File: src/rtl/paddr_pkg.sv
package paddr_pkg;
  localparam int unsigned CPU_AW  = 16;
  localparam int unsigned PHYS_AW = 22;
  localparam int unsigned PAGE_W  = 8;
  localparam int unsigned WIN_AW  = 14;

  typedef enum logic [2:0] {
    OFF_PAGE    = 3'd0,
    OFF_LAP_HI  = 3'd1,
    OFF_LAP_MID = 3'd2,
    OFF_LAP_LO  = 3'd3,
    OFF_DATA    = 3'd4,
    OFF_ADD     = 3'd5
  } reg_off_e;
endpackage

File: src/rtl/page_xlat.sv
module page_xlat #(
  parameter int unsigned CPU_AW  = 16,
  parameter int unsigned WIN_AW  = 14,
  parameter int unsigned PAGE_W  = 8,
  parameter int unsigned PHYS_AW = 22,
  parameter logic [CPU_AW-WIN_AW-1:0] WIN_TAG = 2'b10
) (
  input  logic [CPU_AW-1:0]  cpu_addr_i,
  input  logic [PAGE_W-1:0]  page_i,
  output logic               hit_o,
  output logic [PHYS_AW-1:0] phys_o
);
  assign hit_o  = (cpu_addr_i[CPU_AW-1:WIN_AW] == WIN_TAG);
  assign phys_o = hit_o ? {page_i, cpu_addr_i[WIN_AW-1:0]} : PHYS_AW'(cpu_addr_i);
endmodule

File: src/rtl/lin_ptr.sv
module lin_ptr #(
  parameter int unsigned PHYS_AW = 22
) (
  input  logic               clk_i,
  input  logic               rst_ni,
  input  logic               wr_en_i,
  input  logic [1:0]         wr_lane_i,  // 0 hi, 1 mid, 2 lo
  input  logic               add_en_i,
  input  logic [7:0]         wdata_i,
  output logic [PHYS_AW-1:0] lap_o
);
  localparam int unsigned HI_W = PHYS_AW - 16;

  logic [PHYS_AW-1:0] lap_q;
  logic [PHYS_AW-1:0] step;

  assign step  = {{(PHYS_AW-8){wdata_i[7]}}, wdata_i};
  assign lap_o = lap_q;

  always_ff @(posedge clk_i or negedge rst_ni) begin
    if (!rst_ni) begin
      lap_q <= '0;
    end else if (add_en_i) begin
      lap_q <= lap_q + step;  // wraps modulo 2^PHYS_AW
    end else if (wr_en_i) begin
      case (wr_lane_i)
        2'd0:    lap_q[PHYS_AW-1:16] <= wdata_i[HI_W-1:0];
        2'd1:    lap_q[15:8]         <= wdata_i;
        default: lap_q[7:0]          <= wdata_i;
      endcase
    end
  end

  AST_PTR_HOLD: assert property (@(posedge clk_i) disable iff (!rst_ni)
    !(wr_en_i || add_en_i) |=> $stable(lap_q));
  AST_ADD_ZERO: assert property (@(posedge clk_i) disable iff (!rst_ni)
    (add_en_i && wdata_i == 8'h00) |=> $stable(lap_q));
endmodule

File: src/rtl/rd_return.sv
module rd_return (
  input  logic       clk_i,
  input  logic       rst_ni,
  input  logic       rd_en_i,
  input  logic       rd_mem_i,
  input  logic [7:0] rd_data_i,
  input  logic [7:0] mem_rdata_i,
  output logic [7:0] rdata_o
);
  logic [7:0] rdata_q;
  logic       mem_q;

  always_ff @(posedge clk_i or negedge rst_ni) begin
    if (!rst_ni) begin
      rdata_q <= '0;
      mem_q   <= 1'b0;
    end else begin
      rdata_q <= rd_en_i ? rd_data_i : 8'h00;
      mem_q   <= rd_mem_i;
    end
  end

  // memory byte arrives one cycle after the strobe
  assign rdata_o = mem_q ? mem_rdata_i : rdata_q;
endmodule

File: src/rtl/paged_addr_unit.sv
module paged_addr_unit
  import paddr_pkg::*;
#(
  parameter int unsigned P_CPU_AW  = CPU_AW,
  parameter int unsigned P_PHYS_AW = PHYS_AW,
  parameter int unsigned P_PAGE_W  = PAGE_W,
  parameter int unsigned P_WIN_AW  = WIN_AW
) (
  input  logic                 clk_i,
  input  logic                 rst_ni,
  input  logic [P_CPU_AW-1:0]  cpu_addr_i,
  output logic                 win_hit_o,
  output logic [P_PHYS_AW-1:0] xlat_addr_o,
  input  logic                 reg_sel_i,
  input  logic                 reg_we_i,
  input  logic [2:0]           reg_addr_i,
  input  logic [7:0]           reg_wdata_i,
  output logic [7:0]           reg_rdata_o,
  output logic [P_PHYS_AW-1:0] mem_addr_o,
  output logic                 mem_rd_o,
  output logic                 mem_wr_o,
  output logic [7:0]           mem_wdata_o,
  input  logic [7:0]           mem_rdata_i
);
  localparam int unsigned HI_W = P_PHYS_AW - 16;

  logic [P_PAGE_W-1:0]  page_q;
  logic [P_PHYS_AW-1:0] lap;
  logic                 wr_cyc, rd_cyc;
  logic                 lap_wr, lap_add;
  logic [1:0]           lap_lane;
  logic [7:0]           rd_mux;

  assign wr_cyc = reg_sel_i &&  reg_we_i;
  assign rd_cyc = reg_sel_i && !reg_we_i;

  always_ff @(posedge clk_i or negedge rst_ni) begin
    if (!rst_ni)                                page_q <= '0;
    else if (wr_cyc && reg_addr_i == OFF_PAGE)  page_q <= reg_wdata_i[P_PAGE_W-1:0];
  end

  page_xlat #(
    .CPU_AW (P_CPU_AW),
    .WIN_AW (P_WIN_AW),
    .PAGE_W (P_PAGE_W),
    .PHYS_AW(P_PHYS_AW),
    .WIN_TAG(2'b10)
  ) u_xlat (
    .cpu_addr_i(cpu_addr_i),
    .page_i    (page_q),
    .hit_o     (win_hit_o),
    .phys_o    (xlat_addr_o)
  );

  always_comb begin
    lap_wr   = 1'b0;
    lap_lane = 2'd0;
    case (reg_addr_i)
      OFF_LAP_HI:  begin lap_wr = wr_cyc; lap_lane = 2'd0; end
      OFF_LAP_MID: begin lap_wr = wr_cyc; lap_lane = 2'd1; end
      OFF_LAP_LO:  begin lap_wr = wr_cyc; lap_lane = 2'd2; end
      default: ;
    endcase
  end
  assign lap_add = wr_cyc && reg_addr_i == OFF_ADD;

  lin_ptr #(.PHYS_AW(P_PHYS_AW)) u_ptr (
    .clk_i    (clk_i),
    .rst_ni   (rst_ni),
    .wr_en_i  (lap_wr),
    .wr_lane_i(lap_lane),
    .add_en_i (lap_add),
    .wdata_i  (reg_wdata_i),
    .lap_o    (lap)
  );

  assign mem_addr_o  = lap;
  assign mem_wdata_o = reg_wdata_i;
  assign mem_rd_o    = rd_cyc && reg_addr_i == OFF_DATA;
  assign mem_wr_o    = wr_cyc && reg_addr_i == OFF_DATA;

  always_comb begin
    case (reg_addr_i)
      OFF_PAGE:    rd_mux = 8'(page_q);
      OFF_LAP_HI:  rd_mux = {{(8-HI_W){1'b0}}, lap[P_PHYS_AW-1:16]};
      OFF_LAP_MID: rd_mux = lap[15:8];
      OFF_LAP_LO:  rd_mux = lap[7:0];
      default:     rd_mux = 8'h00;
    endcase
  end

  rd_return u_rd (
    .clk_i      (clk_i),
    .rst_ni     (rst_ni),
    .rd_en_i    (rd_cyc),
    .rd_mem_i   (mem_rd_o),
    .rd_data_i  (rd_mux),
    .mem_rdata_i(mem_rdata_i),
    .rdata_o    (reg_rdata_o)
  );

  AST_STROBE_EXCL: assert property (@(posedge clk_i) disable iff (!rst_ni)
    $onehot0({mem_rd_o, mem_wr_o}));
  AST_PAGE_HOLD: assert property (@(posedge clk_i) disable iff (!rst_ni)
    !(reg_sel_i && reg_we_i && reg_addr_i == OFF_PAGE) |=> $stable(page_q));
  AST_ADD_RD_ZERO: assert property (@(posedge clk_i) disable iff (!rst_ni)
    (reg_sel_i && !reg_we_i && reg_addr_i == OFF_ADD) |=> reg_rdata_o == 8'h00);
  AST_LAP_HI_ZERO: assert property (@(posedge clk_i) disable iff (!rst_ni)
    (reg_sel_i && !reg_we_i && reg_addr_i == OFF_LAP_HI) |=> reg_rdata_o[7:HI_W] == '0);
endmodule

File: config.mk
export PLATFORM = sky130hd
export DESIGN_NAME = paged_addr_unit
export DESIGN_NICKNAME = d
export VERILOG_FILES = /design/src/rtl/paddr_pkg.sv /design/src/rtl/page_xlat.sv /design/src/rtl/lin_ptr.sv /design/src/rtl/rd_return.sv /design/src/rtl/paged_addr_unit.sv
export SDC_FILE = /design/constraint.sdc
export NUM_CORES = 1
export LEC_CHECK = 0
export BUFFER_PORTS_ARGS = -buffer_cell sky130_fd_sc_hd__buf_4
export CAP_MARGIN = 40
export CORE_MARGIN = 1.5
export CORE_UTILIZATION = 47
export CTS_BUF_LIST = sky130_fd_sc_hd__clkbuf_16
export CTS_CLUSTER_SIZE = 28
export DETAILED_ROUTE_END_ITERATION = 10
export PLACE_DENSITY = 0.81
export SYNTH_ARGS = -nofsm -noshare
export SYNTH_HDL_FRONTEND = slang
export SYNTH_SLANG_ARGS = --single-unit
File: constraint.sdc
create_clock -name clk_i -period 2.5 [get_ports clk_i]
set_clock_uncertainty 0.1 [all_clocks]
set_input_delay 0.5 -clock clk_i [delete_from_list [all_inputs] [get_ports clk_i]]
set_output_delay 0.5 -clock clk_i [all_outputs]
set_load 0.02 [all_outputs]
Word-level counts from Yosys, hierarchy flattened
Cells that the tools add are included.
{"block": "classes", "n_mux": 11, "eq_ne": 8, "n_addsub": 1, "n_reduce_logical": 17}
{"cell": "22-bit 2-to-1 mux", "count": 3}
{"cell": "8-bit 2-to-1 mux", "count": 4}
{"cell": "8-bit case mux with 4 select lines", "count": 1}
{"cell": "22-bit adder", "count": 1}
{"cell": "3-bit by 2-bit == test with 1-bit output, second input constant", "count": 2}
{"cell": "3-bit == test, second input constant", "count": 2}
{"cell": "1-bit logical AND", "count": 6}
{"cell": "6-bit 2-to-1 mux", "count": 1}
{"cell": "2-bit AND reduction", "count": 3}
{"cell": "2-bit nonzero test", "count": 3}
{"cell": "2-bit case mux with 2 select lines", "count": 1}
{"cell": "3-bit by 1-bit == test with 1-bit output, second input constant", "count": 1}
{"cell": "3-bit zero test", "count": 1}
{"cell": "3-bit OR reduction", "count": 1}
{"cell": "2-bit by 1-bit == test with 1-bit output, second input constant", "count": 1}
{"cell": "2-bit == test, second input constant", "count": 1}
{"cell": "2-bit zero test", "count": 1}
{"cell": "2-bit by 1-bit != test with 1-bit output, second input constant", "count": 1}
{"cell": "2-bit OR reduction", "count": 1}
{"cell": "1-bit zero test", "count": 1}
{"cell": "1-bit 2-to-1 mux", "count": 1}
{"block": "word_totals", "out_inout_bits": 63, "register_bits": 39}

Logic depth before layout (Yosys ltp)
Gate-level depths: netlist of run 1.
{"block": "logic_depth", "word_depth": 7, "mapped_depth": 10}

Cells and area by module
A second synthesis of run 1 with hierarchy kept.
{"block": "hier_totals", "cells_unflattened": 354, "area_unflattened_um2": 3497.1}
{"mod": "lin_ptr", "cells_each": 247, "n_inst": 1, "area_per_inst_um2": 2219.6}
{"mod": "paged_addr_unit", "cells_each": 58, "n_inst": 1, "area_per_inst_um2": 690.7}
{"mod": "rd_return", "cells_each": 26, "n_inst": 1, "area_per_inst_um2": 406.6}
{"mod": "page_xlat", "cells_each": 23, "n_inst": 1, "area_per_inst_um2": 180.2}

Worst setup path before layout of run 1
No wires, ideal clock.
{"block": "synth_path", "path_type": "input to register", "start": "input reg_wdata_i[4]", "end": "register u_ptr.lap_q[21], in the netlist u_ptr.lap_o[21]", "required_ps": 2331, "slack_ps": -96, "arrival_time_ps": 2427, "path_stages": 9, "path_buffers": 0, "path_cell_list": "ha_1 -> a21o_2 -> a31o_2 -> a31oi_1 -> o31a_2 -> a21oi_2 -> xnor2_1 -> or4_1 -> nand3_1"}
{"block": "synth_between", "elab_chain_cells": 2}
{"item": "from (decl)", "line": "paged_addr_unit.sv:17", "text": "input logic [7:0] reg_wdata_i,"}
{"item": "22-bit adder", "line": "lin_ptr.sv:24", "text": "lap_q <= lap_q + step;"}
{"item": "22-bit 2-to-1 mux", "line": "lin_ptr.sv:23", "text": "end else if (add_en_i) begin"}
{"item": "to (signal assigned)", "line": "lin_ptr.sv:24"}
{"item": "to (signal, indexed assignment)", "line": "lin_ptr.sv:27", "text": "2'd0: lap_q[PHYS_AW-1:16] <= wdata_i[HI_W-1:0];"}
{"item": "to (decl)", "line": "lin_ptr.sv:14", "text": "logic [PHYS_AW-1:0] lap_q;"}
Every way passes these cells.
A chain may end at the register's enable or synchronous reset.

Worst setup path in the final report of run 1
{"block": "layout_path", "start": "register u_ptr.lap_q[0], in the netlist u_ptr.lap_o[0]", "end": "register u_ptr.lap_q[18], in the netlist u_ptr.lap_o[18]"}
{"block": "layout_between", "elab_chain_cells": 2}
{"item": "from (signal assigned)", "line": "lin_ptr.sv:24"}
{"item": "from (signal, indexed assignment)", "line": "lin_ptr.sv:27"}
{"item": "from (signal assigned)", "line": "lin_ptr.sv:29", "text": "default: lap_q[7:0] <= wdata_i;"}
{"item": "22-bit adder", "line": "lin_ptr.sv:24"}
{"item": "22-bit 2-to-1 mux", "line": "lin_ptr.sv:23"}
Every way passes these cells.

==> impl_metrics.py, run 1 <==
metrics = {
    "outcome": {
        "run_status": "complete, but fails checks",
        "violations": "design-rule violations, negative setup slack",
    },
    "yosys": {
        "synthCells": 354,
        "syn_nets": 415,
        "synth_area_mm2": 0.003144,
        "synth_top_flop_cell": "dfrtp_1",
        "async_flop_share": 1.000,
        "synth_edf_count": 0,
        "yosysWarningCount": 0,
        "yosysTopAreaCellShare": 0.3104,
        "yosysTopAreaCell": "dfrtp_1",
        "avgSynthCellArea_um2": 8.882,
        "ys_seq_area_frac": 0.3104,
        "synth.area.top_cells": "dfrtp_1, ha_1, mux2_2",
        "synth-seq-cells": 39,
        "ys_types": 48,
    },
    "worst_setup_path": {
        "cpLargestDelayFamily": "compound AO/OA/AOI/OAI gates",
        "cp.arrival_ns": 2.59,
        "endpoint_kind": "flop",
        "r2r_cells": 10,
        "path_max_fanout": 3,
        "r2r-start": "u_ptr.lap_o[0]",
        "cp_cell_sequence": "ha_4 > fa_2 > a21o_1 > a221oi_2 > nand2b_4 > a21oi_2 > nand3_2 > o21ai_1 > xnor2_1 > o21ai_1",
        "worstReg2RegEnd": "u_ptr.lap_o[18]",
        "path_common_cell": "o21ai_1",
        "max_stage_delay_ns": 0.42,
        "critPathBufInv": 0,
        "worstPathRequired_ns": 2.55,
        "cp_slowest_cell": "dfrtp_1",
        "start_kind": "flop",
        "r2r_slack_ns": -0.04,
        "critPathKind": "flop to flop",
    },
    "routing": {
        "ant_nets": 0,
        "drc": 10,
        "dr_total_vias": 3407,
        "vias_per_cell": 6.217,
        "wl_per_cell_um": 19.81,
        "wl_mm": 10.86,
        "first_pass_iters": 9,
        "drt_iter0_markers": 427,
    },
    "floorplan": {
        "ios": 102,
        "die_w_um": 84.79,
        "die_h_um": 84.79,
        "start_util": 0.4896,
        "core_area_mm2": 0.006422,
        "row_count": 29,
        "dieArea_mm2": 0.007189,
    },
    "grt": {
        "use_met3": 0.06195,
        "grt_start_max_net_pins": 40,
        "gr-usage-met2": 0.4989,
        "use_met1": 0.3466,
        "grt-ovfl-total": 0,
        "grt_pass1_vias": 3261,
        "grt_usage": 0.2841,
        "grt_busiest_layer": "met2",
        "grt_first_pass_wirelength_mm": 16.21,
        "grt_antenna_before_repair": 0,
    },
    "clocking": {
        "clock_latency_ns": 0.28,
        "cts.sinks": 39,
        "cts-root-buf": "clkbuf_16",
        "clock_path_buffers": 2,
        "ctsHoldBuffers": 0,
        "cts_tree": "built",
        "htreeDepth": 2,
        "clkTransAtPathRegs_ns": 0.06,
        "cts_buffers": 5,
    },
    "power_and_ir_drop": {
        "power_leakage_nw": 2.112,
        "power_density_mw_per_mm2": 969.8,
        "peakVddDrop_v": 0.0005593,
    },
    "flow_run": {
        "cap_violations": 0,
    },
    "final_layout": {
        "finalNetCount": 533,
        "syn_to_final_growth_pct": 39.16,
        "fin_area_mm2": 0.004375,
        "mostFrequentLayoutCells": "buf_4, dfrtp_1, a21oi_1",
        "final_layout_size_suffix_gt1_frac": 0.4246,
        "final_cells": 548,
        "post-route-util": 0.6813,
        "diodes": 0,
        "layout_commonest_cell": "buf_4",
    },
    "sta": {
        "fin_crit_sh": 1.016,
        "setup_ws_ns": -0.03993,
        "fin_crit_ns": 2.540,
        "fmax_mhz": 393.7,
        "maxSlewHeadroom": 0.6538,
        "rsz0062_at_grt": "true",
        "worst_pin_slew_ns": 0.5193,
        "report.final.hold_viol_count": 0,
        "slew_viol_final": 0,
        "setup_violations": 2,
    },
    "placed_design": {
        "io_buffers": 73,
        "gp_congestion": 0.9668,
        "post-place-ws_ns": -0.2705,
        "dp.cells": 538,
        "placed_cell_area_mm2": 0.004085,
        "hpwl_mm": 7.629,
    },
    "worst_hold_path": {
        "hp-class": "primary input to async pin",
    },
}
cells by family after synthesis:
group | synth area share
buffers and inverters | 0.07839
AOI/OAI and AO/OA | 0.2049
muxes | 0.1098
DFF | 0.3104
xor gates and xnor gates | 0.05014
and+or+nand+nor | 0.1564
adders and majority gates | 0.08993
worst register-to-register path, stage by stage, from the launching register on:
cell,delay (ns)
dfrtp_1,0.42
ha_4,0.19
fa_2,0.37
a21o_1,0.22
a221oi_2,0.30
nand2b_4,0.21
a21oi_2,0.08
nand3_2,0.13
o21ai_1,0.11
xnor2_1,0.19
o21ai_1,0.07
what timing repair did:
| item | in CTS | in global routing |
|---|---|---|
| pin swaps | 2 | 15 |
| gates resized for setup | 4 | 22 |
| setup endpoints to repair | 6 | 8 |
| buffers inserted | 1 | 3 |
state kept, by name (all words and copies together), names as in the netlist:
| name | count |
|---|---|
| page_q | 8 |
| u_rd.rdata_q | 8 |
| u_rd.mem_q | 1 |
| u_ptr.lap_o | 22 |
synthesized netlist by cell type, types with 4 or more instances:
cell type	n
buf_2	4
and2_1	13
xnor2_1	8
ha_1	21
dfrtp_1	39
nor3_1	9
nand3_1	9
o21ai_0	29
or3_1	4
a21o_1	4
xor2_1	10
nand2_1	25
nand2b_1	4
mux2_2	18
a31oi_1	6
nor2_1	24
o22ai_1	6
a21oi_1	31
nor2b_1	4
buf_4	22
clkbuf_1	6
mux2i_1	12
a22oi_1	13
worst max path at each step:
stage | start | endpoint | slack (ns) | cells after the start
global route | u_ptr.lap_o[0] | u_ptr.lap_o[18] | -0.12 | 10
finish | u_ptr.lap_o[0] | u_ptr.lap_o[18] | -0.04 | 10
floorplan | u_ptr.lap_o[4] | u_ptr.lap_o[21] | 0.03 | 9
global placement | reg_wdata_i[0] | u_ptr.lap_o[18] | -0.22 | 11
CTS | u_ptr.lap_o[0] | u_ptr.lap_o[14] | 0.01 | 10
detailed placement | reg_wdata_i[0] | u_ptr.lap_o[14] | -0.27 | 11
layout make-up:
class	instances	area (um^2)
Clock buffer	5	125.1
Clock inverter	1	3.754
Fill cell	472	2047
Inverter	2	7.507
Multi-Input combinational cell	278	2071
Sequential cell	39	975.9
Tap cell	77	96.34
Timing Repair Buffer	146	1096
where the power goes:
part | internal [W] | switching, W
clock | 0.000355 | 0.000241
combinational | 0.00130 | 0.00136
sequential | 0.000792 | 0.000199
total | 0.00245 | 0.00180
through the flow:
| step | hold slack (ns) | setup TNS [ns] | total power [W] |
|---|---|---|---|
| 6_report | 0.09939 | -0.05421 | 0.004243 |
| 5_1_grt | 0.1288 | -0.2647 | 0.004458 |
| 4_1_cts | 0.1124 | 0 | 0.004012 |
| 3_5_place_dp | 0.4030 | -1.800 | 0.003353 |
| 3_3_place_gp | 0.3951 | -1.322 | 0.003281 |
| 2_1_floorplan | 0.1044 | 0 | 0.002302 |
per-layer routing:
metal	part of all wire	up-vias
li1	-	1514
met1	0.38	1612
met2	0.49	225
met3	0.091	56
met4	0.042	0
met5	0	-
(Power assumes the default switching activity.)
==> inputs of run 2 (changes only) <==
BUFFER_PORTS_ARGS = not set   (was -buffer_cell sky130_fd_sc_hd__buf_4)
CORE_MARGIN = 1   (was 1.5)
CORE_UTILIZATION = 59   (was 47)
DONT_BUFFER_PORTS = 1   (was not set)
SYNTH_HIERARCHICAL = 1   (was not set)
==> impl_metrics.py, run 2 <==
metrics = {
    "outcome": {
        "run_status": "complete, but fails checks",
        "violations": "negative setup slack",
    },
    "final_layout": {
        "finalNetCount": 426,
        "diodes": 0,
        "fin_area_mm2": 0.003892,
        "syn_to_final_growth_pct": 11.31,
        "final_layout_size_suffix_gt1_frac": 0.2896,
        "largest_register_ffs": 22,
        "post-route-util": 0.6941,
        "layout_commonest_cell": "buf_4",
        "mostFrequentLayoutCells": "buf_4, dfrtp_1, o21ai_0",
    },
    "grt": {
        "grt-ovfl-total": 0,
        "grt_usage": 0.3180,
        "grt_first_pass_wirelength_mm": 15.19,
        "grt_start_max_net_pins": 40,
        "grt_antenna_before_repair": 0,
        "grt_pass1_vias": 2886,
    },
    "sta": {
        "setup_violations": 1,
        "setup_ws_ns": -0.006717,
        "slew_viol_final": 0,
        "maxSlewHeadroom": 0.6009,
        "rsz0062_at_grt": "true",
        "fmax_mhz": 398.9,
        "holdWs_ns": 0.2655,
        "fin_crit_ns": 2.507,
        "fin_crit_sh": 1.003,
        "report.final.hold_viol_count": 0,
        "fin_setup_tns_ns": -0.006717,
        "worst_pin_slew_ns": 0.5942,
    },
    "clocking": {
        "cts_tree": "built",
        "clock_path_buffers": 2,
        "cts-root-buf": "clkbuf_16",
        "cts.sinks": 39,
        "clock_latency_ns": 0.28,
        "clkTransAtPathRegs_ns": 0.06,
        "htreeDepth": 2,
        "cts_buffers": 5,
    },
    "routing": {
        "vias_per_cell": 6.740,
        "ant_nets": 0,
        "drt_iter0_markers": 267,
        "first_pass_iters": 5,
        "drc": 0,
        "wl_mm": 9.438,
        "wl_per_cell_um": 21.55,
        "dr_total_vias": 2952,
    },
    "yosys": {
        "synth.area.top_cells": "dfrtp_1, ha_1, mux2_2",
        "synth_fa_ha_area_frac": 0.08086,
        "synth_top_family_by_area": "simple AND/OR/NAND/NOR gates",
        "avgSynthCellArea_um2": 9.879,
        "synthCells": 354,
        "yosysTopAreaCellShare": 0.2791,
        "synth_edf_count": 0,
        "yosysTopAreaCell": "dfrtp_1",
        "synth-seq-cells": 39,
        "ys_types": 62,
        "synth_top_flop_cell": "dfrtp_1",
        "synth_mux_area_frac": 0.1710,
        "synth-compound-area-share": 0.1739,
        "yosys.area_share.simple": 0.1757,
        "async_flop_share": 1.000,
        "ys_seq_area_frac": 0.2791,
        "synth.most_common_cell": "dfrtp_1",
        "syn_nets": 415,
        "yosysWarningCount": 6,
        "ys_top_cells_by_count": "dfrtp_1, buf_4, nand2_1, o21ai_0, ha_1",
        "synth_area_mm2": 0.003497,
        "synthXorXnorAreaFrac": 0.03256,
    },
    "placed_design": {
        "hpwl_mm": 6.862,
        "io_buffers": 0,
        "gp_congestion": 0.9581,
        "placed_cell_area_mm2": 0.003561,
        "post-place-ws_ns": -0.1682,
    },
    "flow_run": {
        "cap_violations": 0,
    },
    "worst_setup_path": {
        "r2r-start": "u_ptr/lap_o[0]",
        "critPathKind": "flop to flop",
        "startpoint": "u_ptr/lap_o[0]",
        "start_kind": "flop",
        "r2r_cells": 9,
        "endpoint_kind": "flop",
        "path_max_fanout": 3,
        "cp.arrival_ns": 2.56,
        "worstPathRequired_ns": 2.55,
    },
    "worst_hold_path": {
        "hp-class": "primary input to flop",
        "hold-path-cell-count": 1,
        "hold_start": "reg_wdata_i[0]",
    },
    "power_and_ir_drop": {
        "power_density_mw_per_mm2": 1157,
        "power_leakage_nw": 1.780,
        "peakVddDrop_v": 0.0007205,
    },
    "floorplan": {
        "ios": 102,
        "dieArea_mm2": 0.006239,
        "die_h_um": 78.99,
        "die_w_um": 78.99,
        "core_area_mm2": 0.005608,
        "row_count": 27,
        "start_util": 0.6236,
    },
}
-- run 2: changes by cell type in the layout (fill, tap and decap cells not counted), sizes merged, moves of 5 or more --
cell and delta:
nor2b +6, buf -105, a22oi -11, and3b +7, xor2 -6, a21oi -19, mux2 +10, nor2 -15
mux4 +5, a21o +11, nor3b +6, o22ai -5
-- run 2: path summary, 6_finish.rpt --
path                                   endpoint  slack (ns)
worst max-delay path            u_ptr/lap_o[18]      -0.007
worst min register to register        page_q[0]        0.44
worst min-delay path                  page_q[0]        0.27
max in group asynchronous        u_ptr/lap_o[7]        1.48
min in group asynchronous             page_q[0]        0.60
worst max register to register  u_ptr/lap_o[18]      -0.007
-- run 2: critical path, stage by stage (launching register included) --
cell and delay [ns]:
dfrtp_1 0.41, ha_4 0.18, fa_2 0.34, a21o_1 0.17, a221o_1 0.35, o211ai_2 0.24
o211ai_1 0.23, buf_4 0.20, a21oi_4 0.12, a211oi_2 0.05
-- run 2: kinds of logic after synthesis --
family	Yosys count
compound gates	90
xor+xnor	13
fa+ha+maj	22
buf+inv	41
flops	39
mux	45
simple gates	104
-- run 2: timing repair --
item,4_1_cts,5_1_grt
setup endpoints to repair,2,6
setup buffers,3,3
hold endpoints to repair,39,0
hold buffers,2,0
pin swaps,4,5
resized for setup,6,4
-- run 2: power by group --
part	internal, W	leakage (nW)	switching, W	total, W
registers	0.000827	0.490	0.000181	0.00101
logic	0.00121	1.20	0.00145	0.00266
clock network	0.000572	0.0900	0.000264	0.000836
-- run 2: layout make-up --
cell class                 instances  area (um^2)
multi-input combinational        274         2292
fill                             422         1715
sequential                        39        975.9
timing repair buffer              42        330.3
clock buffer                       5        125.1
tap                               72        90.09
clock inverter                     3        67.56
inverter                           3        11.26
-- run 2: layer usage --
metal,part of all wire,global-route usage
met2,0.47,0.5250
met5,0,0
met3,0.097,0.05517
met1,0.41,0.4175
met4,0.027,0.1145
-- run 2: through the flow --
stage | power (W) | instances
floorplan | 0.002827 | 354
global placement | 0.003443 | 422
detailed placement | 0.003475 | 422
CTS | 0.004390 | 435
global route | 0.004774 | 438
finish | 0.004502 | 438
==> inputs of run 3 (changes only) <==
CORE_UTILIZATION = 58   (was 59)
PLACE_DENSITY = 0.79   (was 0.81)
SKIP_LAST_GASP = 1   (was not set)
SLEW_MARGIN = 20   (was not set)
SYNTH_HIERARCHICAL = not set   (was 1)
==> impl_metrics.py, run 3 (synthesis gave the netlist of run 1 again) <==
metrics = {
    "floorplan": {
        "die_w_um": 75.63,
        "start_util": 0.6079,
        "core_area_mm2": 0.005172,
        "ios": 102,
        "die_h_um": 75.63,
        "row_count": 26,
        "dieArea_mm2": 0.005720,
    },
    "flow_run": {
        "cap_violations": 0,
    },
    "final_layout": {
        "final_cells": 452,
        "syn_to_final_growth_pct": 16.04,
        "diodes": 0,
        "finalNetCount": 442,
        "fin_area_mm2": 0.003649,
        "post-route-util": 0.7054,
        "largest_register_ffs": 22,
        "mostFrequentLayoutCells": "buf_4, dfrtp_1, a21oi_1",
        "layout_commonest_cell": "buf_4",
        "final_layout_size_suffix_gt1_frac": 0.2644,
    },
    "power_and_ir_drop": {
        "power_density_mw_per_mm2": 1041,
        "pwr-share-comb": 0.595,
        "peakVddDrop_v": 0.0006399,
        "total_power_w": 0.003799,
        "swShare": 0.4365,
        "clkPwrFrac": 0.164,
        "seqPwrFrac": 0.241,
        "p_int_w": 0.002141,
        "switching_power_w": 0.001658,
        "power_leakage_nw": 1.659,
    },
    "routing": {
        "drc": 0,
        "wl_per_cell_um": 21.20,
        "first_pass_iters": 6,
        "drt_iter0_markers": 431,
        "wl_mm": 9.582,
        "ant_nets": 0,
        "dr_total_vias": 3125,
        "vias_per_cell": 6.914,
    },
    "clocking": {
        "cts_tree": "built",
        "cts-root-buf": "clkbuf_16",
        "clkTransAtPathRegs_ns": 0.06,
        "clock_latency_ns": 0.29,
        "cts.sinks": 39,
        "cts_buffers": 5,
        "clock_path_buffers": 2,
        "htreeDepth": 2,
    },
    "sta": {
        "fmax_mhz": 399.4,
        "fin_crit_sh": 1.002,
        "report.final.hold_viol_count": 0,
        "maxSlewHeadroom": 0.6784,
        "fin_crit_ns": 2.504,
        "slew_viol_final": 0,
        "worst_pin_slew_ns": 0.4813,
        "setup_violations": 1,
        "setup_ws_ns": -0.003753,
        "rsz0062_at_grt": "true",
    },
    "grt": {
        "grt-ovfl-total": 0,
        "grt_start_max_net_pins": 40,
        "grt_antenna_before_repair": 0,
        "grt_first_pass_wirelength_mm": 13.46,
        "grt_pass1_vias": 2759,
        "grt_usage": 0.3255,
    },
    "placed_design": {
        "hpwl_mm": 6.788,
        "dp.cells": 438,
        "post-place-ws_ns": -0.06250,
        "gp_congestion": 0.9594,
        "io_buffers": 0,
        "placed_cell_area_mm2": 0.003378,
    },
    "worst_hold_path": {
        "hp-class": "primary input to flop",
    },
    "worst_setup_path": {
        "worstPathRequired_ns": 2.55,
        "path_max_fanout": 3,
        "start_kind": "flop",
        "cp.arrival_ns": 2.55,
        "endpoint_kind": "flop",
        "critPathKind": "flop to flop",
    },
    "outcome": {
        "violations": "negative setup slack",
        "run_status": "complete, but fails checks",
    },
}
run 3: changes by cell type in the layout (fill, tap and decap cells not counted), sizes merged, moves of 5 or more:
cell and delta:
a21oi +19, nor2 +15, buf +13, a21o -11, a22oi +11, mux2 -10
and3b -7, nor2b -6, nor3b -6, xor2 +6, mux4 -5, o22ai +5
run 3: through the flow:
step | hold WS (ns) | TNS [ns]
global placement | 0.1055 | -0.006125
finish | 0.1824 | -0.003753
detailed placement | 0.1056 | -0.1496
global route | 0.1809 | -0.09726
floorplan | 0.1044 | 0
CTS | 0.1873 | 0
run 3: repair_timing:
item / CTS / global route
gates resized for setup: 0 / 15
endpoints found under the setup margin: 0 / 7
hold buffers: 2 / 0
hold endpoints to repair: 39 / 0
buffers inserted: 0 / 4
run 3: layout make-up:
| type | instances | area, um^2 |
|---|---|---|
| multi-input combinational | 278 | 2008 |
| fill | 364 | 1524 |
| sequential | 39 | 975.9 |
| timing repair buffer | 55 | 427.9 |
| clock buffer | 5 | 125.1 |
| tap | 70 | 87.58 |
| clock inverter | 3 | 16.27 |
| inverter | 2 | 7.507 |
run 3: worst paths after layout:
path	start	cells after the start	slack, ns	to
worst max-delay path	u_ptr.lap_o[0]	10	-0.004	u_ptr.lap_o[18]
worst min-delay path	reg_addr_i[2]	1	0.18	u_rd.rdata_q[7]
worst max register to register	u_ptr.lap_o[0]	10	-0.004	u_ptr.lap_o[18]
worst min register to register	page_q[3]	1	0.42	page_q[3]
max in group asynchronous	rst_ni	2	1.49	u_rd.rdata_q[0]
min in group asynchronous	rst_ni	2	0.61	u_ptr.lap_o[9]
run 3: per-layer routing:
metal / part of all wire / up-vias / GRT usage
met3: 0.12 / 75 / 0.05688
li1: - / 1324 / -
met2: 0.47 / 281 / 0.5288
met5: 0 / - / 0
met1: 0.36 / 1445 / 0.4158
met4: 0.056 / 0 / 0.1728
run 3: power groups by stage:
stage | Combinational [W] | Clock [W] | Sequential [W]
after floorplan | 0.00121 | 0 | 0.00109
after global placement | 0.00198 | 0 | 0.000910
after detailed placement | 0.00202 | 0 | 0.000921
after CTS | 0.00206 | 0.000618 | 0.000908
after global routing | 0.00241 | 0.000651 | 0.000932
final | 0.00226 | 0.000624 | 0.000916
run 3: worst max-delay path, cell delays in order, from the launching register on:
cell and delay [ns]:
dfrtp_1 0.39, ha_2 0.19, fa_2 0.33, a21o_1 0.24, a221oi_2 0.29, nand2b_4 0.18
a21oi_1 0.10, nand3_1 0.15, o21ai_0 0.12, xnor2_1 0.17, o21ai_0 0.09
